## src/rtl/vcss_pkg.sv

```systemverilog
package vcss_pkg;
   // Decision encoding shared by the flag and history bits
   typedef enum logic {
      PICK_HIGH = 1'b0,
      PICK_LOW  = 1'b1
   } pick_e;
endpackage

```

## src/rtl/vcss_compare.sv

```systemverilog
module vcss_compare
   import vcss_pkg::*;
#(
   parameter int HALF_W     = 16,
   parameter bit SIGNED_CMP = 1'b1
) (
   input  logic [2*HALF_W-1:0] acc_i,
   output pick_e               pick_o,
   output logic [HALF_W-1:0]   winner_o
);
   localparam int ACC_W = 2 * HALF_W;

   logic [HALF_W-1:0] hi_w;
   logic [HALF_W-1:0] lo_w;
   logic              hi_wins;

   assign hi_w = acc_i[ACC_W-1:HALF_W];
   assign lo_w = acc_i[HALF_W-1:0];

   generate
      if (SIGNED_CMP) begin : g_signed
         assign hi_wins = $signed(hi_w) > $signed(lo_w);
      end else begin : g_unsigned
         assign hi_wins = hi_w > lo_w;
      end
   endgenerate

   // Ties go to the low word
   assign pick_o   = hi_wins ? PICK_HIGH : PICK_LOW;
   assign winner_o = hi_wins ? hi_w : lo_w;
endmodule

```

## src/rtl/vcss_history.sv

```systemverilog
module vcss_history #(
   parameter int HIST_W = 16
) (
   input  logic              clk,
   input  logic              rst_n,
   input  logic              clr_i,
   input  logic              ld_i,
   input  logic [HIST_W-1:0] ld_val_i,
   input  logic              shift_i,
   input  logic              bit_i,
   output logic [HIST_W-1:0] hist_o
);
   logic [HIST_W-1:0] hist_q;
   logic [HIST_W-1:0] base;
   logic [HIST_W-1:0] hist_d;

   // Clear beats preset; a shift then works on the resulting value
   always_comb begin
      if (clr_i)      base = '0;
      else if (ld_i)  base = ld_val_i;
      else            base = hist_q;
      hist_d = shift_i ? {base[HIST_W-2:0], bit_i} : base;
   end

   always_ff @(posedge clk or negedge rst_n) begin
      if (!rst_n) hist_q <= '0;
      else        hist_q <= hist_d;
   end

   assign hist_o = hist_q;
endmodule

```

## src/rtl/vcss_store.sv

```systemverilog
module vcss_store
   import vcss_pkg::*;
#(
   parameter int HALF_W = 16,
   parameter int ADDR_W = 16
) (
   input  logic              clk,
   input  logic              rst_n,
   input  logic              fire_i,
   input  logic [HALF_W-1:0] data_i,
   input  logic [ADDR_W-1:0] addr_i,
   input  pick_e             pick_i,
   input  logic              flag_clr_i,
   output logic              we_o,
   output logic [HALF_W-1:0] data_o,
   output logic [ADDR_W-1:0] addr_o,
   output logic              tc_o
);
   always_ff @(posedge clk or negedge rst_n) begin
      if (!rst_n) begin
         we_o   <= 1'b0;
         data_o <= '0;
         addr_o <= '0;
         tc_o   <= 1'b0;
      end else begin
         we_o <= fire_i;
         if (fire_i) begin
            data_o <= data_i;
            addr_o <= addr_i;
            tc_o   <= (pick_i == PICK_LOW);
         end else if (flag_clr_i) begin
            tc_o   <= 1'b0;
         end
      end
   end
endmodule

```

## src/rtl/vcss_unit.sv

```systemverilog
module vcss_unit
   import vcss_pkg::*;
#(
   parameter int HALF_W     = 16,
   parameter int ADDR_W     = 16,
   parameter int HIST_W     = 16,
   parameter bit SIGNED_CMP = 1'b1
) (
   input  logic                clk,
   input  logic                rst_n,
   input  logic                start_i,
   input  logic [2*HALF_W-1:0] acc_i,
   input  logic [ADDR_W-1:0]   addr_i,
   input  logic                trn_ld_i,
   input  logic [HIST_W-1:0]   trn_ld_val_i,
   input  logic                trn_clr_i,
   input  logic                tc_clr_i,
   output logic                st_we_o,
   output logic [HALF_W-1:0]   st_data_o,
   output logic [ADDR_W-1:0]   st_addr_o,
   output logic                tc_o,
   output logic [HIST_W-1:0]   trn_o
);
   localparam int ACC_W = 2 * HALF_W;

   generate
      if (HALF_W < 2) begin : g_bad_half
         $error("vcss_unit: HALF_W must be at least 2");
      end
      if (HIST_W < 2) begin : g_bad_hist
         $error("vcss_unit: HIST_W must be at least 2");
      end
      if (ADDR_W < 1) begin : g_bad_addr
         $error("vcss_unit: ADDR_W must be at least 1");
      end
   endgenerate

   pick_e             pick;
   logic [HALF_W-1:0] winner;
   logic              tc_q;

   vcss_compare #(.HALF_W(HALF_W), .SIGNED_CMP(SIGNED_CMP)) u_cmp (
      .acc_i    (acc_i[ACC_W-1:0]),
      .pick_o   (pick),
      .winner_o (winner)
   );

   vcss_store #(.HALF_W(HALF_W), .ADDR_W(ADDR_W)) u_store (
      .clk        (clk),
      .rst_n      (rst_n),
      .fire_i     (start_i),
      .data_i     (winner),
      .addr_i     (addr_i),
      .pick_i     (pick),
      .flag_clr_i (tc_clr_i),
      .we_o       (st_we_o),
      .data_o     (st_data_o),
      .addr_o     (st_addr_o),
      .tc_o       (tc_q)
   );

   vcss_history #(.HIST_W(HIST_W)) u_hist (
      .clk      (clk),
      .rst_n    (rst_n),
      .clr_i    (trn_clr_i),
      .ld_i     (trn_ld_i),
      .ld_val_i (trn_ld_val_i),
      .shift_i  (start_i),
      .bit_i    (pick == PICK_LOW),
      .hist_o   (trn_o)
   );

   assign tc_o = tc_q;
endmodule

```

## config.mk

```make
export PLATFORM = sky130hd
export DESIGN_NAME = vcss_unit
export DESIGN_NICKNAME = d
export VERILOG_FILES = /design/src/rtl/vcss_pkg.sv /design/src/rtl/vcss_compare.sv /design/src/rtl/vcss_history.sv /design/src/rtl/vcss_store.sv /design/src/rtl/vcss_unit.sv
export SDC_FILE = /design/constraint.sdc
export NUM_CORES = 1
export LEC_CHECK = 0
export BUFFER_PORTS_ARGS = -buffer_cell sky130_fd_sc_hd__clkbuf_2
export CAP_MARGIN = 20
export CORE_ASPECT_RATIO = 2
export CORE_UTILIZATION = 26
export DETAILED_ROUTE_END_ITERATION = 12
export PLACE_DENSITY = 0.57
export SLEW_MARGIN = 5
export SYNTH_ARGS = -nofsm -noshare
export SYNTH_HDL_FRONTEND = slang
export SYNTH_HIERARCHICAL = 1
export SYNTH_SLANG_ARGS = --single-unit
export TNS_END_PERCENT = 5
```

## constraint.sdc

```tcl
create_clock -name clk -period 2.1 [get_ports clk]
set_input_delay 0.315 -clock clk [delete_from_list [all_inputs] [get_ports clk]]
set_output_delay 0.315 -clock clk [all_outputs]
set_load 0.05 [all_outputs]
```

# Yosys cells after proc, flatten, opt, wreduce, memory -nomap -nowiden
# Cells that the tools add are included.
[totals]
register_bits = 50
in_bits = 70
output_inout_bits = 50
wordCells = 16
[op_classes]
magnitude_cmp = 1
n_mux = 7
n_reduce_logical = 2
[ops]
columns = ["operator", "count"]
rows = [
  ["$mux W16", 4],
  ["$gt A16 B16 Y1", 1],
  ["$mux W1", 3],
  ["$reduce_bool A3 Y1", 1],
  ["$reduce_bool A2 Y1", 1],
]

# Depth between registers and ports, before layout
[depth]
word_depth = 3
mapped_depth = 11

# Hierarchy
# Netlist, hierarchy kept.
[modules_own_cells]
columns = ["mod", "instances", "cells_per_inst", "area_per_inst_um2", "seq_area_each_um2"]
rows = [
  ["vcss_store", 1, 72, 1400.1, 850.8],
  ["vcss_history", 1, 56, 729.4, 400.4],
  ["vcss_compare", 1, 82, 686.9, 0.0],
]

# Least setup slack after synthesis
# No wires, ideal clock.
[synth_timing]
path_kind = "input to register"
start = "input acc_i[15]"
end = "register u_store.data_o[13]"
setup_ps = 125
arrival_time_ps = 2333
t_required_ps = 1975
path_slack_ps = -357
cell_stages = 10
path_buffers = 1
cell_sequence = "inv_1 > ha_1 > nand4_2 > nor2_4 > nand2_2 > o211ai_2 > mux2i_4 > buf_6 > mux2_4 > mux2_2"
[synth_via]
elab_chain_len = 2
[synth_rtl]
columns = ["item", "line_no", "source"]
rows = [
  ["from (decl)", "vcss_unit.sv:12", "input logic [2*HALF_W-1:0] acc_i,"],
  ["$gt A16 B16 Y1", "vcss_compare.sv:22", "assign hi_wins = $signed(hi_w) > $signed(lo_w);"],
  ["$mux W16", "vcss_compare.sv:30", "assign winner_o = hi_wins ? hi_w : lo_w;"],
  ["via winner[13]", "vcss_unit.sv:39", "logic [HALF_W-1:0] winner;"],
  ["to (signal assigned)", "vcss_store.sv:28", "data_o <= data_i;"],
  ["to (decl)", "vcss_store.sv:15", "output logic [HALF_W-1:0] data_o,"],
]
# The timed path passes the listed nets, and every way through them passes these cells.
# A chain may end at the register's enable or synchronous reset.

# Final worst setup path
[layout_timing]
start = "input acc_i[15]"
end = "register u_store.data_o[11]"
# Same word-level chain as after synthesis.

==> summary.txt <==
Hold path
  • Worst Hold Launch: addr_i[10]
  • Hold endpoint: u_store/addr_o[10]
  • Worst hold path cell count: 2
  • Hold crit path type: primary input to flop

Placement
  • Setup WS pre-CTS: -0.451 ns
  • HPWL after detailed placement: ~5.4 mm
  • Routability cong.: approximately 0.74
  • Port Buf Inserts: roughly 120
  • Placed Area: 3710 um^2

Yosys
  • Register area share after synthesis: 0.444
  • Yosys top cell by area: dfrtp_1
  • Top FF cell, synth: dfrtp_1
  • Syn_nets: between 200 and 300
  • Post-synth ARST share: 1.00
  • EDFF count, synth: 0
  • Post-synth top area share: 0.444
  • Synthesized instance count: between 200 and 250
  • Syn. warnings: 6
  • Cell Area, Synth: 2820 um^2
  • FF+latch count, synth: 50
  • Netlist cell types: 30
  • Mean post-synth cell area: between 10 and 15 um^2
  • Ranking of synthesized cells by area: dfrtp_1 44%, mux2_4 20%, ha_1 7.1%, mux2i_1 5.7%, mux2_2 4.4%

Critical path
  • RR Endpoint: u_hist/hist_o[7]
  • Critical path arrival: 2.33 ns
  • Worst path required time: 2.28 ns
  • R2r worst-path depth: 2
  • CP endpoint kind: flop
  • Highest fanout seen on the critical path: 8
  • Crit path kind: primary input to flop
  • Reg2Reg Launch Point: u_hist/hist_o[6]
  • Reg2Reg Setup Slack: ~1.2 ns
  • Worst Setup Start Kind: primary input

Timing
  • RSZ-0062 raised after global routing: yes
  • Final hold vios: 0
  • Clock Skew: around 0.0081 ns
  • Fmax: 0.465 GHz
  • Least-Margin Pin Slew: approximately 0.85 ns
  • Fin. max-slew vios: 0
  • Final min period: roughly 2.2 ns
  • Slew HR: 0.434
  • Final worst-path cycle share: 1.02
  • # setup viols final: 16
  • Final critical-path setup slack: -0.0510 ns

Drt
  • Routed len/inst: 14.6 um
  • Via Count: around 2100
  • Initial DRT Pass Iterations: 4
  • Initial DRC Count: 55
  • # DRC: 0
  • Antenna-violating nets left: 0
  • Total wire length after detailed routing: roughly 7.0 mm
  • Via density per instance: around 4.4

GRT
  • Vias in the first global route: roughly 2300
  • First-pass GRT wire length: roughly 11 mm
  • Maximum number of pins on one net before global-route repair: 46
  • Gr usage total: 0.126
  • GRT Residual Overflow: 0
  • Initial antenna violation count: 0

Pwr
  • Internal cell power: around 2.1 mW
  • P_leak: 2.09 nW
  • Sequential Power Share: 0.357
  • Net Sw Power: 1.10 mW
  • PwrDens: 789 nW/um^2
  • Logic pwr share: 0.357
  • Sw Share: 0.347
  • Clk network pwr share: 0.286
  • Peak VDD IR: approximately 350 uV

Layout
  • Area Growth Syn to Fin: 43.3%
  • Layout Utilization: 0.383
  • Commonest non-fill, non-tap cell in the layout: clkbuf_2
  • Layout cell share with drive strength beyond 1: 0.623
  • ANT cells: 0
  • Area of all placed cells without fillers: just over 4000 um^2
  • Most frequent cells in the layout: 109 x clkbuf_2, 50 x dfrtp_1, 46 x mux2_4
  • Nets: roughly 430
  • Fillers: 1044

Floorplanning
  • Core Region: about 11000 um^2
  • # IOs: 120
  • Initial Util: 0.267
  • Die Wd: ~76 um
  • Full die area: 11300 um^2
  • Die height: around 150 um
  • # rows: 53

Clocking
  • Maximum buffer depth of the clock tree: 2
  • Num Clock Sinks: 50
  • Reg clk slew, reported paths: approximately 0.070 ns
  • Root Buffer: clkbuf_16
  • Post-CTS Setup Repair Bufs: 0
  • H-tree depth: 2
  • Clk Latency, worst-skew pair: 0.29 ns
  • CTS tree: built
  • TritonCTS Buffers: 5

Status
  • Failing checks: setup timing
  • Status: complete, but fails checks

Job
  • Number of max-cap violations: 0
worst max-delay path by stage:
stage | startpoint | endpoint | depth (start not counted) | slack (ns)
floorplan | acc_i[14] | u_store/data_o[13] | 10 | -0.21
global placement | acc_i[21] | u_store/data_o[8] | 10 | -0.42
detailed placement | acc_i[21] | u_store/data_o[10] | 10 | -0.45
CTS | acc_i[4] | u_store/data_o[2] | 11 | -0.05
global route | acc_i[23] | u_store/data_o[1] | 10 | -0.14
finish | acc_i[15] | u_store/data_o[11] | 11 | -0.05
sequential cells by signal, indices dropped and copies added, names as in the netlist:
name and flops:
u_store/we_o 1, u_hist/hist_o 16, u_store/addr_o 16, u_store/data_o 16
u_store/tc_o 1
critical path, stage by stage:
cell      delay, ns
clkbuf_2       0.10
inv_2          0.04
ha_4           0.27
nand4_4        0.12
nor2_4         0.12
nand2_2        0.06
o211ai_2       0.22
mux2i_4        0.32
buf_8          0.18
mux2_4         0.30
mux2_4         0.26
synthesized netlist by cell type, types with 2 or more instances:
master	instances
a21oi_1	6
buf_12	3
buf_6	3
buf_8	2
dfrtp_1	50
ha_1	16
inv_1	18
mux2_2	11
mux2_4	37
mux2i_1	16
nand2_1	9
nand4_1	3
nor2_1	3
nor3_1	3
o22ai_1	15
power groups by stage:
stage | clock [mW] | combinational [mW] | sequential, mW
floorplan | 0 | 0.404 | 1.54
global placement | 0 | 1.09 | 1.15
detailed placement | 0 | 1.10 | 1.15
CTS | 0.953 | 1.12 | 1.14
global route | 0.977 | 1.21 | 1.15
finish | 0.911 | 1.14 | 1.14
kinds of logic after synthesis:
kind of cell / Yosys count / synth area share
buffers and inverters: 28 / 0.0724
AO/OA/AOI/OAI: 27 / 0.0604
AND/OR/NAND/NOR: 24 / 0.0458
flip-flops: 50 / 0.444
multiplexers: 65 / 0.306
adder cells (fa/ha/maj): 16 / 0.0711
timing repair:
| item | CTS | global route |
|---|---|---|
| setup endpoints to repair | 16 | 16 |
| endpoints found under the hold margin | 5 | 0 |
| gates resized for setup | 10 | 27 |
| pin swaps | 3 | 8 |
| hold buffers | 1 | 0 |
| gates cloned | 0 | 0 |
cell type report:
| cell class | count | area, um^2 | area share |
|---|---|---|---|
| repair buffers | 134 | 823 | 0.204 |
| clock inverters | 1 | 30.0 | 0.00744 |
| flip-flops and latches | 50 | 1250 | 0.310 |
| inverters | 18 | 87.6 | 0.0217 |
| clock buffers | 7 | 133 | 0.0329 |
| well taps | 137 | 171 | 0.0425 |
| multi-input cells | 132 | 1540 | 0.381 |
through the flow:
step | power [mW] | std cells | hold slack (ns) | TNS, ns
after global routing | 3.34 | 479 | 0.247 | -2.11
after CTS | 3.21 | 479 | 0.245 | -0.647
final | 3.19 | 479 | 0.255 | -0.562
after global placement | 2.24 | 470 | 0.158 | -6.54
after floorplan | 1.94 | 210 | 0.0194 | -2.38
after detailed placement | 2.26 | 470 | 0.160 | -6.95
routing by layer:
layer  routed length [um]  track usage  vias to the layer above
met3                  171       0.0142                        7
li1                     -            -                     1013
met1                 2660        0.123                     1017
met2                 4010        0.249                       66
met4                  141       0.0574                        0
met5                    0            0                        -
Note: power is estimated with default switching activity, not from simulation.
